**src/rtl/txclk_pkg.sv**
```systemverilog
package txclk_pkg;
  typedef enum logic [1:0] {
    MODE_FIXED = 2'b00,
    MODE_AUTO  = 2'b01,
    MODE_MCLK  = 2'b10,
    MODE_RECOV = 2'b11
  } tx_mode_e;

  typedef enum logic [1:0] {
    SEL_TXIN  = 2'b00,
    SEL_RECOV = 2'b01,
    SEL_MCLK  = 2'b10
  } clk_sel_e;
endpackage

```
**src/rtl/txclk_edge_sync.sv**
```systemverilog
module txclk_edge_sync #(
  parameter int STAGES = 2
) (
  input  logic clk,
  input  logic rst_n,
  input  logic async_i,
  output logic edge_o
);
  // STAGES synchronizer flops plus one history flop for edge detection
  logic [STAGES:0] pipe;

  always_ff @(posedge clk or negedge rst_n) begin
    if (!rst_n) pipe <= '0;
    else        pipe <= {pipe[STAGES-1:0], async_i};
  end

  assign edge_o = pipe[STAGES] ^ pipe[STAGES-1];
endmodule

```
**src/rtl/txclk_act_mon.sv**
```systemverilog
module txclk_act_mon #(
  parameter int TIMEOUT_CYC = 1036
) (
  input  logic clk,
  input  logic rst_n,
  input  logic edge_i,
  output logic lotc_o
);
  localparam int CW = (TIMEOUT_CYC > 2) ? $clog2(TIMEOUT_CYC) : 1;
  localparam logic [CW-1:0] LAST = CW'(TIMEOUT_CYC - 1);

  logic [CW-1:0] idle_q;
  logic          lotc_q;

  always_ff @(posedge clk or negedge rst_n) begin
    if (!rst_n) begin
      idle_q <= '0;
      lotc_q <= 1'b0;
    end else if (edge_i) begin
      idle_q <= '0;
      lotc_q <= 1'b0;
    end else begin
      if (idle_q != LAST) idle_q <= idle_q + 1'b1;
      if (idle_q == LAST) lotc_q <= 1'b1;
    end
  end

  assign lotc_o = lotc_q;
endmodule

```
**src/rtl/txclk_sel_ctrl.sv**
```systemverilog
module txclk_sel_ctrl
  import txclk_pkg::*;
#(
  parameter int RECOVER_EDGES = 8
) (
  input  logic     clk,
  input  logic     rst_n,
  input  tx_mode_e mode_i,
  input  logic     lotc_i,
  input  logic     edge_i,
  output clk_sel_e sel_o
);
  localparam int RW = (RECOVER_EDGES > 2) ? $clog2(RECOVER_EDGES) : 1;
  localparam logic [RW-1:0] GOOD_LAST = RW'(RECOVER_EDGES - 1);

  logic          fail_q, fail_d;
  logic [RW-1:0] good_q, good_d;
  clk_sel_e      sel_q,  sel_d;

  always_comb begin
    fail_d = fail_q;
    good_d = good_q;
    if (mode_i != MODE_AUTO) begin
      fail_d = 1'b0;
      good_d = '0;
    end else if (lotc_i) begin
      fail_d = 1'b1;
      good_d = '0;
    end else if (fail_q && edge_i) begin
      if (good_q == GOOD_LAST) begin
        fail_d = 1'b0;
        good_d = '0;
      end else begin
        good_d = good_q + 1'b1;
      end
    end

    case (mode_i)
      MODE_FIXED: sel_d = SEL_TXIN;
      MODE_AUTO:  sel_d = fail_d ? SEL_RECOV : SEL_TXIN;
      MODE_MCLK:  sel_d = SEL_MCLK;
      default:    sel_d = SEL_RECOV;
    endcase
  end

  always_ff @(posedge clk or negedge rst_n) begin
    if (!rst_n) begin
      fail_q <= 1'b0;
      good_q <= '0;
      sel_q  <= SEL_TXIN;
    end else begin
      fail_q <= fail_d;
      good_q <= good_d;
      sel_q  <= sel_d;
    end
  end

  assign sel_o = sel_q;
endmodule

```
**src/rtl/txclk_src_sel.sv**
```systemverilog
module txclk_src_sel
  import txclk_pkg::*;
#(
  parameter int TIMEOUT_CYC   = 1036,
  parameter int RECOVER_EDGES = 8,
  parameter int SYNC_STAGES   = 2
) (
  input  logic       clk_ref,
  input  logic       rst_n,
  input  logic       tx_clk_in,
  input  logic [1:0] mode_i,
  input  logic       lotc_stat_sel_i,
  input  logic       mclk_src_i,
  input  logic       rx_los_i,
  output logic [1:0] clk_sel_o,
  output logic       lotc_o,
  output logic       status_o,
  output logic       mclk_sel_o
);
  logic     tx_edge;
  logic     lotc;
  clk_sel_e sel;
  logic     mclk_sel_q;

  txclk_edge_sync #(.STAGES(SYNC_STAGES)) sync_i (
    .clk(clk_ref), .rst_n(rst_n), .async_i(tx_clk_in), .edge_o(tx_edge)
  );

  txclk_act_mon #(.TIMEOUT_CYC(TIMEOUT_CYC)) mon_i (
    .clk(clk_ref), .rst_n(rst_n), .edge_i(tx_edge), .lotc_o(lotc)
  );

  txclk_sel_ctrl #(.RECOVER_EDGES(RECOVER_EDGES)) ctrl_i (
    .clk(clk_ref), .rst_n(rst_n), .mode_i(tx_mode_e'(mode_i)),
    .lotc_i(lotc), .edge_i(tx_edge), .sel_o(sel)
  );

  always_ff @(posedge clk_ref or negedge rst_n) begin
    if (!rst_n) mclk_sel_q <= 1'b0;
    else        mclk_sel_q <= mclk_src_i;
  end

  assign clk_sel_o  = sel;
  assign lotc_o     = lotc;
  assign status_o   = lotc_stat_sel_i ? lotc : rx_los_i;
  assign mclk_sel_o = mclk_sel_q;
endmodule

```
**config.mk**
```make
export PLATFORM = sky130hd
export DESIGN_NAME = txclk_src_sel
export DESIGN_NICKNAME = d
export VERILOG_FILES = /design/src/rtl/txclk_pkg.sv /design/src/rtl/txclk_edge_sync.sv /design/src/rtl/txclk_act_mon.sv /design/src/rtl/txclk_sel_ctrl.sv /design/src/rtl/txclk_src_sel.sv
export SDC_FILE = /design/constraint.sdc
export NUM_CORES = 1
export LEC_CHECK = 0
export BUFFER_PORTS_ARGS = -buffer_cell sky130_fd_sc_hd__buf_2
export CORE_AREA = 2 2 49 51
export DETAILED_ROUTE_END_ITERATION = 6
export DIE_AREA = 0 0 51 53
export GPL_TIMING_DRIVEN = 0
export PLACE_DENSITY = 0.69
export SYNTH_ARGS = -nofsm -noshare
export SYNTH_HDL_FRONTEND = slang
export SYNTH_HIERARCHICAL = 1
export SYNTH_SLANG_ARGS = --single-unit
```
**constraint.sdc**
```tcl
create_clock -name clk_ref -period 5.3 [get_ports clk_ref]
set_input_delay 0.53 -clock clk_ref [delete_from_list [all_inputs] [get_ports clk_ref]]
set_output_delay 0.53 -clock clk_ref [all_outputs]
set_load 0.05 [all_outputs]
```
==> results of run 1 <==
cell usage in the layout, fill, tap and decap left out, types with 2 or more instances in the layout:
cell,netlist,routed
xor2_1,3,3
o31ai_1,4,4
a21bo_2,4,4
ha_1,3,3
a21oi_1,9,9
dfrtp_1,22,22
nand2b_1,2,2
buf_2,0,12
nand4_1,2,2
or4_1,4,4
clkbuf_4,0,3
mux2_4,2,2
inv_1,3,3
nand2_1,3,3
or3_1,3,3
o21ai_0,2,2
nor2_1,3,3
nand3_1,6,6
cells by family after synthesis:
group | Yosys count | share of synthesized area, %
xor gates and xnor gates | 3 | 2.506
muxes | 3 | 3.819
DFF | 22 | 52.51
buffers and inverters | 4 | 1.432
and+or+nand+nor | 32 | 20.88
adders and majority gates | 3 | 3.580
AOI/OAI and AO/OA | 23 | 15.28
worst min path at each step:
stage                              start              end  slack, ns  depth (start not counted)
after floorplan                    rst_n    ctrl_i/fail_q       0.23                          0
after global placement    sync_i/pipe[0]   sync_i/pipe[1]       0.34                          0
after detailed placement  sync_i/pipe[0]   sync_i/pipe[1]       0.35                          0
after CTS                          rst_n  mon_i/idle_q[9]       0.16                          1
after global routing               rst_n  mon_i/idle_q[9]       0.20                          1
final                              rst_n  mon_i/idle_q[9]       0.16                          1
flip-flops by register name, indices dropped and copies added, names as in the netlist:
name and cells:
ctrl_i/good_q 3, sync_i/pipe 3, mon_i/lotc_o 1, ctrl_i/sel_o 2
mclk_sel_o 1, mon_i/idle_q 11, ctrl_i/fail_q 1
where the power goes:
part / total (mW) / leakage, nW / internal (mW) / switching, mW
clock: 0.0753 / 0.0138 / 0.0266 / 0.0487
sequential: 0.180 / 0.293 / 0.174 / 0.00598
combinational: 0.0339 / 0.191 / 0.0116 / 0.0223
total: 0.289 / 0.499 / 0.212 / 0.0771
routing by layer:
layer  global-route usage, %  vias up  part of all wire, %
li1                        -      367                    -
met1                   20.11      361                   45
met2                   24.03       19                   48
met3                   5.085        4                  5.1
met4                   6.757        0                  1.4
met5                       0        -                    0
layout make-up:
| type | instances | area (um2) |
|---|---|---|
| Multi-Input combinational cell | 64 | 483.0 |
| Fill cell | 188 | 982.2 |
| Timing Repair Buffer | 12 | 60.06 |
| Clock buffer | 3 | 22.52 |
| Inverter | 3 | 11.26 |
| Buffer | 1 | 3.754 |
| Tap cell | 28 | 35.03 |
| Sequential cell | 22 | 550.5 |
worst max-delay path, cell delays in order (launching register included):
cell	delay (ns)
dfrtp_1	0.45
or4b_4	0.56
nor4_4	0.42
mux2_4	0.33
==> flow_summary.ini, run 1 <==
[detailed_routing]
viasPerCell = 5.647
wl_per_cell_um = 13.23
final_antenna_net_count = 0
drt-total-wl_um = 1759
dr.first_iter.drc_count = 4
drc = 0
firstDrtPassIters = 4
vias = 751

[synthesis]
syn-num-nets = 101
synth.most_common_cell = dfrtp_1
netlist_instances = 90
ys_warn_count = 6
ys_ff_latch = 22
synth_top_area_share_pct = 52.51
netlist.top_cell.by_area = dfrtp_1
syn_avg_cell_area_um2 = 11.65
synth_edf_count = 0
seq_area_frac_synth_pct = 52.51
synth_area_um2 = 1049
synthArstFlopShare_pct = 100.0
synth_area_leaders = dfrtp_1, a21oi_1, a21bo_2
ys.flop_type = dfrtp_1
synth_cell_types = 31
yosys-top-cells-count = dfrtp_1, a21oi_1, nand3_1

[sta]
period_share_pct = 35.21
tightest_slew_ns = 0.7486
setup_violations = 0
finalMaxSlewViolations = 0
grt_setup_unrepaired = no
finClkSkew_ns = 0.006911
hold_viol = 0
worst_slack_ns = 3.434
hold_ws_ns = 0.1557
fmax_ghz = 0.5359
period_needed_ns = 1.866
relSlewSlack_pct = 49.93
fin_tns_setup_ns = 0

[global_routing]
grt_max_degree = 23
grt_pass1_vias = 706
grt_usage_pct = 15.63
antenna_found_initial = 0
grt_pass1_wl_um = 3042
gr-total-overflow = 0

[cts]
clockBufferDepth = 2
cts_tree = yes
cts_buffers = 3
clock_latency_ns = 0.31
ctsHoldBuffers = 0
clockRootBuffer = clkbuf_4
path_clk_slew_ns = 0.11
cts_setup_buffers = 0
cts_resized = 0
htree_levels = 1
clock_sinks = 22

[worst_hold_path]
hold_class = in2async

[critical_path]
setup.worst_path.end_class = flop
r2r_cells = 3
crit_required_ns = 5.51
critPathLaunch = mon_i/idle_q[7]
r2r_setup_slack_ns = 3.43
r2r-start = mon_i/idle_q[7]
r2r-end = mon_i/idle_q[0]
start_kind = flop
critPathArrivalTime_ns = 2.08
endpoint = mon_i/idle_q[0]
cp_max_fo = 6
criticalPathCategory = reg2reg

[final_layout]
final_nets = 118
drive_above_1_share_pct = 24.76
utilization_pct = 54.28
fin_area_um2 = 1166
final_cell_count_no_fill = 133
area_delta_synth_final_pct = 11.22
antenna_cells = 0

[placed_design]
io_buffer_count = 12
gp_congestion = 0.7143
post-place-ws_ns = 3.448
dp_hpwl_um = 1235
dp.cells = 130
postPlaceCellArea_um2 = 1144

[power]
power_leakage_nw = 0.4985
ir_drop_uv = 189.8
p_per_area_nw_per_um2 = 247.8
totalPowerFinal_mw = 0.2889

[die]
initial_core_util_pct = 48.81
ios = 13
die_area_um2 = 2703
core_um2 = 2148
die_w_um = 51
rows = 17
die_h_um = 53

[status]
status = completed

[flow_run]
drv_cap = 0
(Power assumes the default switching activity.)
==> run 2, diff against run 1 <==
==> constraint.sdc (replaced) <==
create_clock -name clk_ref -period 1.96 [get_ports clk_ref]
set_input_delay 0.196 -clock clk_ref [delete_from_list [all_inputs] [get_ports clk_ref]]
set_output_delay 0.196 -clock clk_ref [all_outputs]
set_load 0.05 [all_outputs]
==> run 2 against run 1 <==
  * Routed wire length rose by 1.6%
  * First-iteration DRC count did not move
  * Sequential power rose to 2.7 times the previous value
  * Clock skew barely moved
  * Critical path depth did not move
  * Die area did not move
  * Combinational power rose to 2.8 times the previous value
  * Via count rose by 1.7%
  * Clock power rose to 2.7 times the previous value
  * Design area rose by 2.6%
  * Critical path type unchanged
  * Largest cell class unchanged
==> flow_summary.ini, run 2 (synthesis results as in run 1) <==
[detailed_routing]
top_layer = met4
viasPerCell = 5.618
wl_met1_um = 822
wl_per_cell_um = 13.15
final_antenna_net_count = 0
wl_met3_um = 89
drt-total-wl_um = 1788
drc = 0
vias = 764
met2WireLength_um = 851
dr.first_iter.drc_count = 4
firstDrtPassIters = 4

[global_routing]
grt_usage_pct = 15.93
antenna_found_initial = 0
grt_max_degree = 23
grt_pass1_wl_um = 3111
grt_pass1_vias = 729
gr-total-overflow = 0

[die]
die_h_um = 53
die_w_um = 51
ios = 13
initial_core_util_pct = 48.81
core_um2 = 2148
die_area_um2 = 2703
rows = 17

[final_layout]
top_register = mon_i/idle_q
antenna_cells = 0
final_cell_count_no_fill = 136
drive_above_1_share_pct = 24.07
final_common_cell = dfrtp_1
utilization_pct = 55.68
mostFrequentLayoutCells = dfrtp_1, buf_2, a21oi_1
area_delta_synth_final_pct = 14.08
largest_registers = mon_i/idle_q: 11 flops, ctrl_i/good_q: 3 flops, sync_i/pipe: 3 flops
final_nets = 121
fillCellCount = 185
largest_register_ff_count = 11

[power]
switching_share_pct = 26.59
power_leakage_nw = 0.5111
ir_drop_uv = 513.3
p_per_area_nw_per_um2 = 656.9
comb_power_share_pct = 12.3
p_seq_share_pct = 61.8
switchingPower_mw = 0.2089
p_clk_share_pct = 25.9
internal-power_mw = 0.5768

[cts]
cts_resized = 0
clockRootBuffer = clkbuf_4
cts_tree = yes
cts_buffers = 3
clock_sinks = 22
path_clk_slew_ns = 0.11
htree_levels = 1
cts_setup_buffers = 0
clockBufferDepth = 2
clock_latency_ns = 0.31

[critical_path]
critPathArrivalTime_ns = 2.08
criticalPathCategory = reg2reg
start_kind = flop
crit_required_ns = 2.17
cp_max_fo = 6
setup.worst_path.end_class = flop

[placed_design]
dp_hpwl_um = 1235
post-place-ws_ns = 0.1084
gp_congestion = 0.7143
dp.cells = 130
io_buffer_count = 12

[sta]
hold_ws_ns = 0.1374
finalMaxSlewViolations = 0
setup_violations = 0
period_needed_ns = 1.866
finClkSkew_ns = 0.006904
fmax_ghz = 0.5360
grt_setup_unrepaired = no
tightest_slew_ns = 0.7466
worst_slack_ns = 0.09425
hold_viol = 0
fin_tns_setup_ns = 0
period_share_pct = 95.19
relSlewSlack_pct = 50.06

[flow_run]
drv_cap = 0

[status]
status = completed

[worst_hold_path]
hold_class = in2reg
## run 2: cell count changes in the layout (fill, tap and decap cells not counted), sizes merged
cell and change:
dlygate4sd3 +3
## run 2: per-stage QoR
step	area [um2]	total power, mW
after global placement	1144	0.5846
after CTS	1196	0.8029
after global routing	1196	0.8216
after floorplan	1049	0.5534
after detailed placement	1144	0.5884
final	1196	0.7857
## run 2: layout make-up
type | instances | area, um2 | area share (%)
plain buffers | 1 | 3.754 | 0.3138
clock buffers | 3 | 22.52 | 1.883
inverters | 3 | 11.26 | 0.9414
multi-input cells | 64 | 483.0 | 40.38
flip-flops and latches | 22 | 550.5 | 46.02
well taps | 28 | 35.03 | 2.929
repair buffers | 15 | 90.09 | 7.531
## run 2: timing repair
item,CTS,global route
hold buffers,3,0
setup endpoints to repair,0,0
hold endpoints to repair,24,0
## run 2: worst max-delay path, stage by stage (launching register included)
cell and delay [ns]:
dfrtp_1 0.45, or4b_4 0.56, nor4_4 0.42, mux2_4 0.33
## run 2: final timing paths
| check | slack (ns) | cells after the start | startpoint | endpoint |
|---|---|---|---|---|
| worst max-delay path | 0.09 | 3 | mon_i/idle_q[7] | mon_i/idle_q[0] |
| worst min-delay path | 0.14 | 3 | mode_i[1] | ctrl_i/fail_q |
| worst max register to register | 0.09 | 3 | mon_i/idle_q[7] | mon_i/idle_q[0] |
| worst min register to register | 0.37 | 0 | sync_i/pipe[0] | sync_i/pipe[1] |
| max in group asynchronous | 1.26 | 2 | rst_n | ctrl_i/good_q[1] |
| min in group asynchronous | 0.36 | 2 | rst_n | mon_i/idle_q[9] |
## run 2: routing by layer
metal  GRT usage, %  vias to the layer above
met3          5.085                        4
met4          6.757                        0
met5              0                        -
met1          20.29                      368
li1               -                      373
met2          24.89                       19
## run 2: power groups by stage
| stage | Sequential, mW | Clock [mW] | Combinational [mW] |
|---|---|---|---|
| floorplan | 0.503 | 0 | 0.0505 |
| global placement | 0.495 | 0 | 0.0901 |
| detailed placement | 0.495 | 0 | 0.0933 |
| CTS | 0.486 | 0.219 | 0.0979 |
| global route | 0.489 | 0.224 | 0.109 |
| finish | 0.486 | 0.204 | 0.0964 |
==> run 3, diff against run 2 <==
--- a/config.mk
+++ b/config.mk
@@ -9,7 +9,6 @@
 export CORE_AREA = 2 2 49 51
 export DETAILED_ROUTE_END_ITERATION = 6
 export DIE_AREA = 0 0 51 53
-export GPL_TIMING_DRIVEN = 0
 export PLACE_DENSITY = 0.69
 export SYNTH_ARGS = -nofsm -noshare
 export SYNTH_HDL_FRONTEND = slang
==> run 3 against run 2 <==
  * Clock skew is essentially flat
  * Core utilization grew 0.87 points
  * Die area is the same
  * Count of clock-buffer cells in the layout did not move
  * Largest cell class unchanged
  * Via count up 0.79%
  * Clock power is 3% lower
  * Global-route usage grew 1.4 points
  * Largest power group unchanged
  * Non-clock buffer count increased by 2
  * Hold slack better by 0.025 ns
==> flow_summary.ini, run 3 (synthesis results as in run 1) <==
[sta]
tightest_slew_ns = 0.4932
finalMaxSlewViolations = 0
finClkSkew_ns = 0.007152
fmax_ghz = 0.5837
fin_tns_setup_ns = 0
grt_setup_unrepaired = no
setup_violations = 0
period_needed_ns = 1.713
hold_ws_ns = 0.1623
hold_viol = 0
relSlewSlack_pct = 67.12
worst_slack_ns = 0.2467
period_share_pct = 87.41

[die]
initial_core_util_pct = 48.81
rows = 17
die_h_um = 53
die_w_um = 51
core_um2 = 2148
ios = 13
die_area_um2 = 2703

[power]
power_leakage_nw = 0.5250
p_clk_share_pct = 25.1
internal-power_mw = 0.5804
p_seq_share_pct = 61.9
comb_power_share_pct = 12.9
switchingPower_mw = 0.2046
switching_share_pct = 26.06
p_per_area_nw_per_um2 = 646.1
ir_drop_uv = 497.0

[final_layout]
largest_registers = mon_i/idle_q: 11 flops, ctrl_i/good_q: 3 flops, sync_i/pipe: 3 flops
fin_area_um2 = 1215
fillCellCount = 189
multi_input_area_um2 = 483.0
final_common_cell = dfrtp_1
drive_above_1_share_pct = 26.36
top_register = mon_i/idle_q
final-seq-area_um2 = 550.5
antenna_cells = 0
area_delta_synth_final_pct = 15.87
mostFrequentLayoutCells = dfrtp_1, buf_2, a21oi_1
final_nets = 123
utilization_pct = 56.55
largest_register_ff_count = 11

[placed_design]
postPlaceCellArea_um2 = 1162
gp_congestion = 0.7577
post-place-ws_ns = 0.2767
io_buffer_count = 12
dp_hpwl_um = 1364

[cts]
path_clk_slew_ns = 0.11
clock_latency_ns = 0.30
cts_resized = 0
htree_levels = 1
cts_buffers = 3
clockBufferDepth = 2
cts_tree = yes
clock_sinks = 22
clockRootBuffer = clkbuf_4

[global_routing]
gr-total-overflow = 0
grt_usage_pct = 17.37
grt_max_degree = 23
antenna_found_initial = 0
grt_pass1_wl_um = 3353
grt_pass1_vias = 735

[critical_path]
crit_buf_inv = 1
criticalPathCategory = reg2reg
critPathSlowestCell = or4b_4
r2r-start = mon_i/idle_q[7]
crit_family = simple AND/OR/NAND/NOR gates
setup.worst_path.end_class = flop
crit_required_ns = 2.19
critPathArrivalTime_ns = 1.94
critPathMaxStageDelay_ns = 0.56
critPathLaunch = mon_i/idle_q[7]
start_kind = flop
crit_chain = or4b_4 > nor4_4 > buf_4 > mux2i_1
cp_max_fo = 6

[detailed_routing]
final_antenna_net_count = 0
firstDrtPassIters = 4
viasPerCell = 5.580
drt-total-wl_um = 1912
vias = 770
drc = 0
wl_per_cell_um = 13.86
dr.first_iter.drc_count = 12

[worst_hold_path]
hp-start = mode_i[1]
hold_class = in2reg

[flow_run]
drv_cap = 0

[status]
status = completed
## run 3: cell type report
class | instances | share of cell area, %
repair buffers | 18 | 9.269
flip-flops and latches | 22 | 45.31
well taps | 28 | 2.884
inverters | 3 | 0.9269
multi-input cells | 64 | 39.75
clock buffers | 3 | 1.854
## run 3: per-layer routing
layer  up-vias  share of wire, %  global-route usage, %
li1        375                 -                      -
met1       372                47                  22.77
met2        21                48                  26.84
met3         2               4.0                  3.672
met4         0              0.84                  9.459
met5         -                 0                      0
## run 3: stage by stage
| stage | power, mW | cells |
|---|---|---|
| global route | 0.8302 | 138 |
| finish | 0.7850 | 138 |
| global placement | 0.5900 | 132 |
| detailed placement | 0.5936 | 132 |
| CTS | 0.8001 | 138 |
| floorplan | 0.5534 | 90 |
## run 3: tightest hold or removal path, stage by stage
cell and delay, ns:
buf_2 0.11, or2b_1 0.10, a21oi_1 0.03
## run 3: worst paths after layout
path	slack, ns	cells after the start	endpoint
worst min-delay path	0.16	3	ctrl_i/fail_q
min in group asynchronous	0.37	2	mon_i/idle_q[7]
worst max-delay path	0.25	4	mon_i/idle_q[1]
worst min register to register	0.38	0	sync_i/pipe[1]
max in group asynchronous	1.25	2	mon_i/idle_q[6]
worst max register to register	0.25	4	mon_i/idle_q[1]
## run 3: power by group through the flow
stage	Clock, mW	Sequential, mW	Combinational, mW
CTS	0.211	0.487	0.103
floorplan	0	0.503	0.0505
finish	0.197	0.486	0.101
global route	0.226	0.489	0.115
global placement	0	0.494	0.0959
detailed placement	0	0.495	0.0982
## run 3: timing repair
item,in CTS,in global routing
endpoints found under the hold margin,24,0
hold buffers,3,0
setup buffers,0,0
